**config.mk**
```make
export PLATFORM = sky130hd
export DESIGN_NAME = oneshot_pulse
export DESIGN_NICKNAME = d
export VERILOG_FILES = /design/src/rtl/oneshot_pkg.sv /design/src/rtl/oneshot_sync.sv /design/src/rtl/oneshot_trigger.sv /design/src/rtl/oneshot_timer.sv /design/src/rtl/oneshot_pulse.sv
export SDC_FILE = /design/constraint.sdc
export NUM_CORES = 1
export LEC_CHECK = 0
export BUFFER_PORTS_ARGS = -buffer_cell sky130_fd_sc_hd__buf_2
export CORE_MARGIN = 2
export CORE_UTILIZATION = 40
export DETAILED_ROUTE_END_ITERATION = 8
export GPL_TIMING_DRIVEN = 0
export HOLD_SLACK_MARGIN = 0.03
export PLACE_DENSITY_LB_ADDON = 0.3
export SLEW_MARGIN = 20
export SYNTH_ARGS = -nofsm -noshare
export SYNTH_HDL_FRONTEND = slang
export SYNTH_SLANG_ARGS = --single-unit
```
**constraint.sdc**
```tcl
create_clock -name clk -period 2.2 [get_ports clk]
set_clock_uncertainty 0.15 [all_clocks]
set_input_delay 0.33 -clock clk [delete_from_list [all_inputs] [get_ports clk]]
set_output_delay 0.33 -clock clk [all_outputs]
set_load 0.05 [all_outputs]
```
**src/rtl/oneshot_pkg.sv**
```systemverilog
package oneshot_pkg;

    // Controller states
    typedef enum logic [1:0] {
        ST_IDLE    = 2'd0,
        ST_ACTIVE  = 2'd1,
        ST_BLOCKED = 2'd2
    } os_state_e;

    // Synchronizer depth and positions of the control inputs in the bundle
    localparam int SYNC_STAGES = 2;
    localparam int N_CTRL      = 3;
    localparam int IDX_FALL    = 0;
    localparam int IDX_RISE    = 1;
    localparam int IDX_CLR     = 2;

endpackage

```
**src/rtl/oneshot_sync.sv**
```systemverilog
module oneshot_sync #(
    parameter int N      = 3,
    parameter int STAGES = 2
) (
    input  logic         clk,
    input  logic         rst_n,
    input  logic [N-1:0] d_i,
    output logic [N-1:0] q_o
);
    localparam int LAST = STAGES - 1;

    for (genvar i = 0; i < N; i++) begin : g_bit
        logic [STAGES-1:0] chain;

        always_ff @(posedge clk or negedge rst_n) begin
            if (!rst_n) begin
                chain <= '0;
            end else begin
                chain <= {chain[LAST-1:0], d_i[i]};
            end
        end

        assign q_o[i] = chain[LAST];
    end
endmodule

```
**src/rtl/oneshot_trigger.sv**
```systemverilog
module oneshot_trigger
    import oneshot_pkg::*;
(
    input  logic              clk,
    input  logic              rst_n,
    input  logic [N_CTRL-1:0] lvl_i,
    output logic              hit_o,
    output logic              clr_lvl_o
);
    // Edges are ignored until the synchronizer and the previous-value
    // register both hold real samples.
    localparam int PRIME = SYNC_STAGES + 1;

    logic [N_CTRL-1:0] prev_q;
    logic [PRIME-1:0]  prime_q;
    logic              armed;
    logic              fall_edge;
    logic              rise_edge;
    logic              clr_edge;
    logic              lvl_fall;
    logic              lvl_rise;
    logic              lvl_clr;

    always_ff @(posedge clk or negedge rst_n) begin
        if (!rst_n) begin
            prev_q  <= '0;
            prime_q <= '0;
        end else begin
            prev_q  <= lvl_i;
            prime_q <= {prime_q[PRIME-2:0], 1'b1};
        end
    end

    always_comb begin
        lvl_fall  = lvl_i[IDX_FALL];
        lvl_rise  = lvl_i[IDX_RISE];
        lvl_clr   = lvl_i[IDX_CLR];
        armed     = prime_q[PRIME-1];
        fall_edge = prev_q[IDX_FALL] & ~lvl_fall;
        rise_edge = ~prev_q[IDX_RISE] & lvl_rise;
        clr_edge  = ~prev_q[IDX_CLR] & lvl_clr;
        hit_o     = armed & ((fall_edge &  lvl_rise & lvl_clr) |
                             (rise_edge & ~lvl_fall & lvl_clr) |
                             (clr_edge  & ~lvl_fall & lvl_rise));
        clr_lvl_o = lvl_clr;
    end
endmodule

```
**src/rtl/oneshot_timer.sv**
```systemverilog
module oneshot_timer
    import oneshot_pkg::*;
#(
    parameter int WIDTH = 8
) (
    input  logic             clk,
    input  logic             rst_n,
    input  logic             hit_i,
    input  logic             clr_lvl_i,
    input  logic [WIDTH-1:0] width_i,
    output logic             active_o,
    output logic [WIDTH-1:0] cnt_o
);
    os_state_e        state_q, state_d;
    logic [WIDTH-1:0] cnt_q, cnt_d;

    // State register
    always_ff @(posedge clk or negedge rst_n) begin
        if (!rst_n) begin
            state_q <= ST_IDLE;
            cnt_q   <= '0;
        end else begin
            state_q <= state_d;
            cnt_q   <= cnt_d;
        end
    end

    // Next state
    always_comb begin
        state_d = state_q;
        cnt_d   = cnt_q;
        unique case (state_q)
            ST_IDLE: begin
                if (!clr_lvl_i) begin
                    state_d = ST_BLOCKED;            // HOLD
                end else if (hit_i && width_i != '0) begin
                    state_d = ST_ACTIVE;             // FIRE
                    cnt_d   = width_i - 1'b1;
                end
            end
            ST_BLOCKED: begin
                if (!clr_lvl_i) begin
                    state_d = ST_BLOCKED;
                end else if (hit_i && width_i != '0) begin
                    state_d = ST_ACTIVE;             // FIRE
                    cnt_d   = width_i - 1'b1;
                end else begin
                    state_d = ST_IDLE;               // RELEASE
                end
            end
            ST_ACTIVE: begin
                if (!clr_lvl_i) begin
                    state_d = ST_BLOCKED;            // ABORT
                end else if (cnt_q == '0) begin
                    state_d = ST_IDLE;               // EXPIRE
                end else begin
                    cnt_d = cnt_q - 1'b1;
                end
            end
            default: begin
                state_d = ST_IDLE;
            end
        endcase
    end

    // Outputs
    always_comb begin
        active_o = (state_q == ST_ACTIVE);
        cnt_o    = cnt_q;
    end
endmodule

```
**src/rtl/oneshot_pulse.sv**
```systemverilog
module oneshot_pulse
    import oneshot_pkg::*;
#(
    parameter int WIDTH = 8
) (
    input  logic             clk,
    input  logic             rst_n,
    input  logic             trig_fall_i,
    input  logic             trig_rise_i,
    input  logic             clr_n_i,
    input  logic [WIDTH-1:0] width_i,
    output logic             q_o,
    output logic             qn_o
);
    logic [N_CTRL-1:0] raw_lvl;
    logic [N_CTRL-1:0] sync_lvl;
    logic              trig_hit;
    logic              clr_s;
    logic              active;
    logic [WIDTH-1:0]  cnt_q;

    always_comb begin
        raw_lvl           = '0;
        raw_lvl[IDX_FALL] = trig_fall_i;
        raw_lvl[IDX_RISE] = trig_rise_i;
        raw_lvl[IDX_CLR]  = clr_n_i;
    end

    oneshot_sync #(
        .N      (N_CTRL),
        .STAGES (SYNC_STAGES)
    ) u_sync (
        .clk   (clk),
        .rst_n (rst_n),
        .d_i   (raw_lvl),
        .q_o   (sync_lvl)
    );

    oneshot_trigger u_trig (
        .clk       (clk),
        .rst_n     (rst_n),
        .lvl_i     (sync_lvl),
        .hit_o     (trig_hit),
        .clr_lvl_o (clr_s)
    );

    oneshot_timer #(
        .WIDTH (WIDTH)
    ) u_timer (
        .clk       (clk),
        .rst_n     (rst_n),
        .hit_i     (trig_hit),
        .clr_lvl_i (clr_s),
        .width_i   (width_i),
        .active_o  (active),
        .cnt_o     (cnt_q)
    );

    assign q_o  = active;
    assign qn_o = ~active;
endmodule

```
==> results of run 1 <==
## cell families (layout without fill, tap and decap cells)
kind of cell | Yosys count | in the layout | synth area share (%)
flops | 22 | 22 | 50.0
simple gates | 36 | 36 | 19.0
fa+ha+maj | 1 | 1 | 1.14
xor+xnor | 1 | 1 | 0.796
mux | 4 | 4 | 3.75
compound gates | 31 | 31 | 19.9
other cells | 1 | 1 | 0.341
buf+inv | 9 | 43 | 5.11
## per-layer routing
metal / up-vias / track usage, % / wire length [um]
li1: 461 / - / -
met4: 0 / 8.16 / 79
met2: 52 / 28.1 / 1390
met1: 470 / 22.0 / 1140
met5: - / 0 / 0
met3: 12 / 2.53 / 163
## power by group
group          leakage, nW  switching (mW)  total, mW  internal (mW)
clock               0.0279           0.136      0.321          0.184
sequential           0.258          0.0705      0.526          0.456
combinational        0.364          0.0938      0.197          0.103
total                0.650           0.301       1.04          0.744
## stage by stage
stage	instance area, um^2	TNS [ns]	util, %	hold WS, ns
after global placement	1230	-0.0696	45.7	0.159
after detailed placement	1230	-0.300	45.7	0.159
after CTS	1410	0	52.4	0.110
final	1510	0	56.3	0.105
after global routing	1510	-0.0162	56.3	0.121
after floorplan	1120	0	-	-0.116
## cells in the mapped netlist (2+ instances only)
master    number
nor2_1         3
nand2_1       11
inv_1          2
nor4_1         2
nor3_1         3
o22ai_1        2
nand3_1        4
or4_1          2
mux2i_1        3
a211oi_1       3
a21oi_1        6
clkbuf_1       2
o211ai_1       3
dfrtp_1       22
o21ai_0        6
## state kept, by name, summed over array words and instances, names as in the netlist
| signal | count |
|---|---|
| u_sync.g_bit.chain | 6 |
| u_trig.prev_q | 3 |
| u_timer.state_q | 2 |
| u_trig.prime_q | 3 |
| u_timer.cnt_o | 8 |
## path summary, 6_finish.rpt
path	startpoint	endpoint	slack, ns
setup / recovery	u_timer.state_q[0]	u_timer.cnt_o[4]	0.03
hold / removal	width_i[6]	u_timer.cnt_o[6]	0.10
setup reg to reg	u_timer.state_q[0]	u_timer.cnt_o[4]	0.03
hold reg to reg	u_trig.prime_q[1]	u_trig.prime_q[2]	0.21
max in group asynchronous	rst_n	u_timer.state_q[1]	1.24
min in group asynchronous	rst_n	u_trig.prev_q[0]	0.34
## worst max-delay path, cell delays in order (launching register included)
cell	delay, ns
dfrtp_1	0.40
and2b_2	0.19
clkbuf_8	0.15
clkbuf_16	0.16
mux2i_4	0.19
ha_4	0.19
clkbuf_16	0.15
and4_1	0.18
a211oi_2	0.20
a2bb2oi_1	0.16
## repair_timing
item	4_1_cts	5_1_grt
endpoints found under the setup margin	5	9
hold buffers	4	0
cloned	0	1
gates resized for setup	7	13
buffers inserted	7	5
hold endpoints to repair	25	0
pin swaps	3	9
## final cells by class
class                           instances  area (um^2)  area share, %
Buffer                                  5         76.3           5.05
Clock inverter                          1         30.0           1.99
Tap cell                               31         38.8           2.57
Clock buffer                            3         22.5           1.49
Sequential cell                        22          551           36.4
Multi-Input combinational cell         74          557           36.8
Inverter                                3         11.3          0.745
Timing Repair Buffer                   31          225           14.9
==> results.cfg, run 1 <==
[status]
outcome = complete, no violations

[place]
dp.cells = 150
detailed_place_hpwl_um = 1640
place_ws_ns = -0.139
gp_congestion = 0.859
portBuffers = 14

[drt]
postRouteAntennaNets = 0
drcViolationCount = 0
detail_route.first_pass.iterations = 4
drt-total-wl_um = 2770
drt_iter0_markers = 96
wl_per_cell_um = 16.3
drt-vias-per-instance = 5.85
via_count = 995

[sta]
fmax_mhz = 461
drv_slew = 0
setup_slack_ns = 0.0307
setup_violations = 0
fin_crit_ns = 2.17
hold_violations = 0
finalCritPeriodShare_pct = 98.6

[logic_synthesis]
synth_edf_count = 0
synth_cell_type_count = 46
synth_largest_area_cell = dfrtp_1
yosys.area.top_type_share_pct = 50.0
synth-seq-cells = 22
ys_warn_count = 0
netlist_top_cells_area = dfrtp_1 50%, nand2_1 3.8%, a21oi_1 2.7%
synth_flop_cell = dfrtp_1
syn-num-nets = 119
syn-cell-area_um2 = 1100
avgSynthCellArea_um2 = 10.5
synth-async-reset-ratio_pct = 100
synth-seq-area-share_pct = 50.0
synthCells = 105

[global_route]
antenna_found_initial = 0
grt_max_degree = 23
grt_pass1_vias = 954
grt_overflow = 0
grt_usage_pct = 17.1
grt_pass1_wl_um = 4260

[job]
drv_cap = 0

[worst_setup_path]
end_kind = flop
reg2reg_depth = 9
path_class = reg2reg
start_kind = flop
required_ns = 2.32
worstPathArrival_ns = 2.28
path_max_fanout = 6

[cells_and_area]
fill_cells = 231
stdcell_count = 170
antennaDiodeCount = 0
layout_commonest_cell = dfrtp_1
final_cell_mix = 22 x dfrtp_1, 14 x buf_2, 12 x buf_4
syn2layout_area_growth_pct = 37.3
layout-drive-gt1-share_pct = 39.6
nets = 154

[power]
p_leak_nw = 0.650
total_power_mw = 1.04
ir_worst_vdd_mv = 0.465
power_density_nw_per_um2 = 691

[clocking]
numCtsBuffers = 3
cts_sinks = 22
cts_tree = built
cts_root_buf = clkbuf_4
h-tree-depth = 1
path_clk_slew_ns = 0.13
clock_latency_ns = 0.33
cts.path.max_buffers = 2

[floorplanning]
start_util_pct = 41.0
die_w_um = 56.5
top_level_ports = 15
die-area_um2 = 3190
core_region_area_um2 = 2690
die-height_um = 56.5
fp-row-count = 19

[min_path]
min_path_type = in2reg
min_path_cells = 3
(Power assumes the default switching activity.)
==> inputs of run 2 (changes only) <==
Settings changed: CELL_PAD_IN_SITES_DETAIL_PLACEMENT from default to 1, CELL_PAD_IN_SITES_GLOBAL_PLACEMENT from default to 1, CORE_UTILIZATION 40 to 39.
==> run 2 against run 1 <==
Final cell count decreased by 0.59%. Combinational power rose by 19%. Design area up 1.7%. Flip-flop and latch count stayed put. Global-route usage grew 2.6 points. Critical endpoint unchanged.
==> results.cfg, run 2 (synthesis gave the netlist of run 1 again) <==
[floorplanning]
die-height_um = 57.1
die_w_um = 57.1
die-area_um2 = 3260
core_region_area_um2 = 2710
fp-row-count = 19
start_util_pct = 40.6
top_level_ports = 15

[cells_and_area]
final_cell_mix = 21 x dfrtp_1, 14 x buf_2, 11 x nand2_1
largest_reg_flops = 8
nets = 153
stdcell_count = 169
antennaDiodeCount = 0
final_core_util_pct = 56.7
layout-drive-gt1-share_pct = 41.3
layout_commonest_cell = dfrtp_1
syn2layout_area_growth_pct = 39.7

[sta]
finalCritPeriodShare_pct = 96.9
fmax_mhz = 469
drv_slew = 0
hold_violations = 0
fin_crit_ns = 2.13
setup_tns_ns = 0
setup_violations = 0

[place]
portBuffers = 14
dp.cells = 150
gp_congestion = 0.755
detailed_place_hpwl_um = 1960

[drt]
drt-total-wl_um = 3350
via_count = 984
detail_route.first_pass.iterations = 4
postRouteAntennaNets = 0
drt-vias-per-instance = 5.82
drt_iter0_markers = 38
drcViolationCount = 0
wl_per_cell_um = 19.8

[worst_setup_path]
cpMaxStageDelayCell = dfrtp_1
r2r-start = u_timer.state_q[1]
end_kind = flop
required_ns = 2.29
reg2reg_depth = 10
path_max_fanout = 5
r2r_end = u_timer.cnt_o[4]
r2r_slack_ns = 0.07
path_class = reg2reg
cp_cell_sequence = and2b_2, buf_8, inv_4, buf_6, mux2i_4, ha_4, clkbuf_16, and4_1, a211oi_2, a2bb2oi_1
start_kind = flop
critical_path.max_stage_delay_ns = 0.40
worstPathArrival_ns = 2.22

[power]
p_switching_mw = 0.314
power_density_nw_per_um2 = 693
p_sw_share_pct = 29.4
pwr-share-seq_pct = 48.5
p_leak_nw = 0.650
ir_worst_vdd_mv = 0.569
p_int_mw = 0.753
pwr-share-comb_pct = 22.0
clkPwrFrac_pct = 29.5

[min_path]
min_path_cells = 3
min_path_type = in2reg
worstHoldStart = width_i[6]
whs_endpoint = u_timer.cnt_o[6]

[job]
drv_cap = 0

[clocking]
numCtsBuffers = 3
clock_latency_ns = 0.31
cts.path.max_buffers = 2
cts_sinks = 22
cts_root_buf = clkbuf_4
h-tree-depth = 1
cts_tree = built
path_clk_slew_ns = 0.13

[global_route]
antenna_found_initial = 0
grt_overflow = 0
grt_max_degree = 23
grt_usage_pct = 19.7
grt_pass1_wl_um = 4950
grt_pass1_vias = 1014

[status]
outcome = complete, no violations
## run 2: critical path, delay by kind of cell (launching register included)
kind            cells  cell delay (ns)
compound gates      2             0.33
mux                 1             0.18
buf+inv             4             0.42
simple gates        2             0.40
flops               1             0.40
fa+ha+maj           1             0.18
## run 2: metrics by stage
stage | worst slack [ns] | hold slack (ns) | instance area (um^2) | total power, mW
final | 0.0688 | 0.163 | 1540 | 1.07
after CTS | -0.0000435 | 0.139 | 1390 | 1.01
after floorplan | 0.0213 | -0.116 | 1120 | 0.614
after global placement | -0.0921 | 0.165 | 1230 | 0.668
after global routing | -0.0172 | 0.166 | 1540 | 1.11
after detailed placement | -0.232 | 0.171 | 1230 | 0.682
## run 2: power groups by stage
stage / clock, mW / sequential, mW / combinational [mW]
3_3_place_gp: 0 / 0.507 / 0.161
6_report: 0.315 / 0.517 / 0.235
4_1_cts: 0.316 / 0.505 / 0.188
2_1_floorplan: 0 / 0.496 / 0.118
3_5_place_dp: 0 / 0.512 / 0.170
5_1_grt: 0.337 / 0.525 / 0.253
## run 2: worst max-delay path by stage
stage | end | startpoint | slack [ns]
3_3_place_gp | u_timer.cnt_o[4] | u_timer.state_q[1] | -0.09
3_5_place_dp | u_timer.cnt_o[4] | u_timer.state_q[0] | -0.23
4_1_cts | u_timer.cnt_o[4] | u_timer.state_q[1] | -0.00004
5_1_grt | u_timer.cnt_o[4] | u_timer.state_q[1] | -0.02
2_1_floorplan | u_timer.cnt_o[4] | u_timer.state_q[0] | 0.02
6_report | u_timer.cnt_o[4] | u_timer.state_q[1] | 0.07
## run 2: layer usage
layer	GRT usage [%]	part of all wire, %
met4	6.98	2.9
met1	26.0	43
met2	33.2	52
met3	2.95	2.8
met5	0	0
## run 2: area by class of cell
type	count	area, um^2
well taps	31	38.8
repair buffers	29	210
flip-flops and latches	22	552
inverters	3	13.8
clock buffers	3	22.5
plain buffers	6	85.1
fillers	294	1170
clock inverters	1	30.0
multi-input cells	74	586
## run 2: timing repair
item / CTS / global route
hold buffers: 4 / 0
gates resized for setup: 7 / 20
endpoints found under the setup margin: 5 / 9
buffers inserted: 5 / 5
pin swaps: 2 / 6
endpoints found under the hold margin: 25 / 0
cloned: 0 / 1
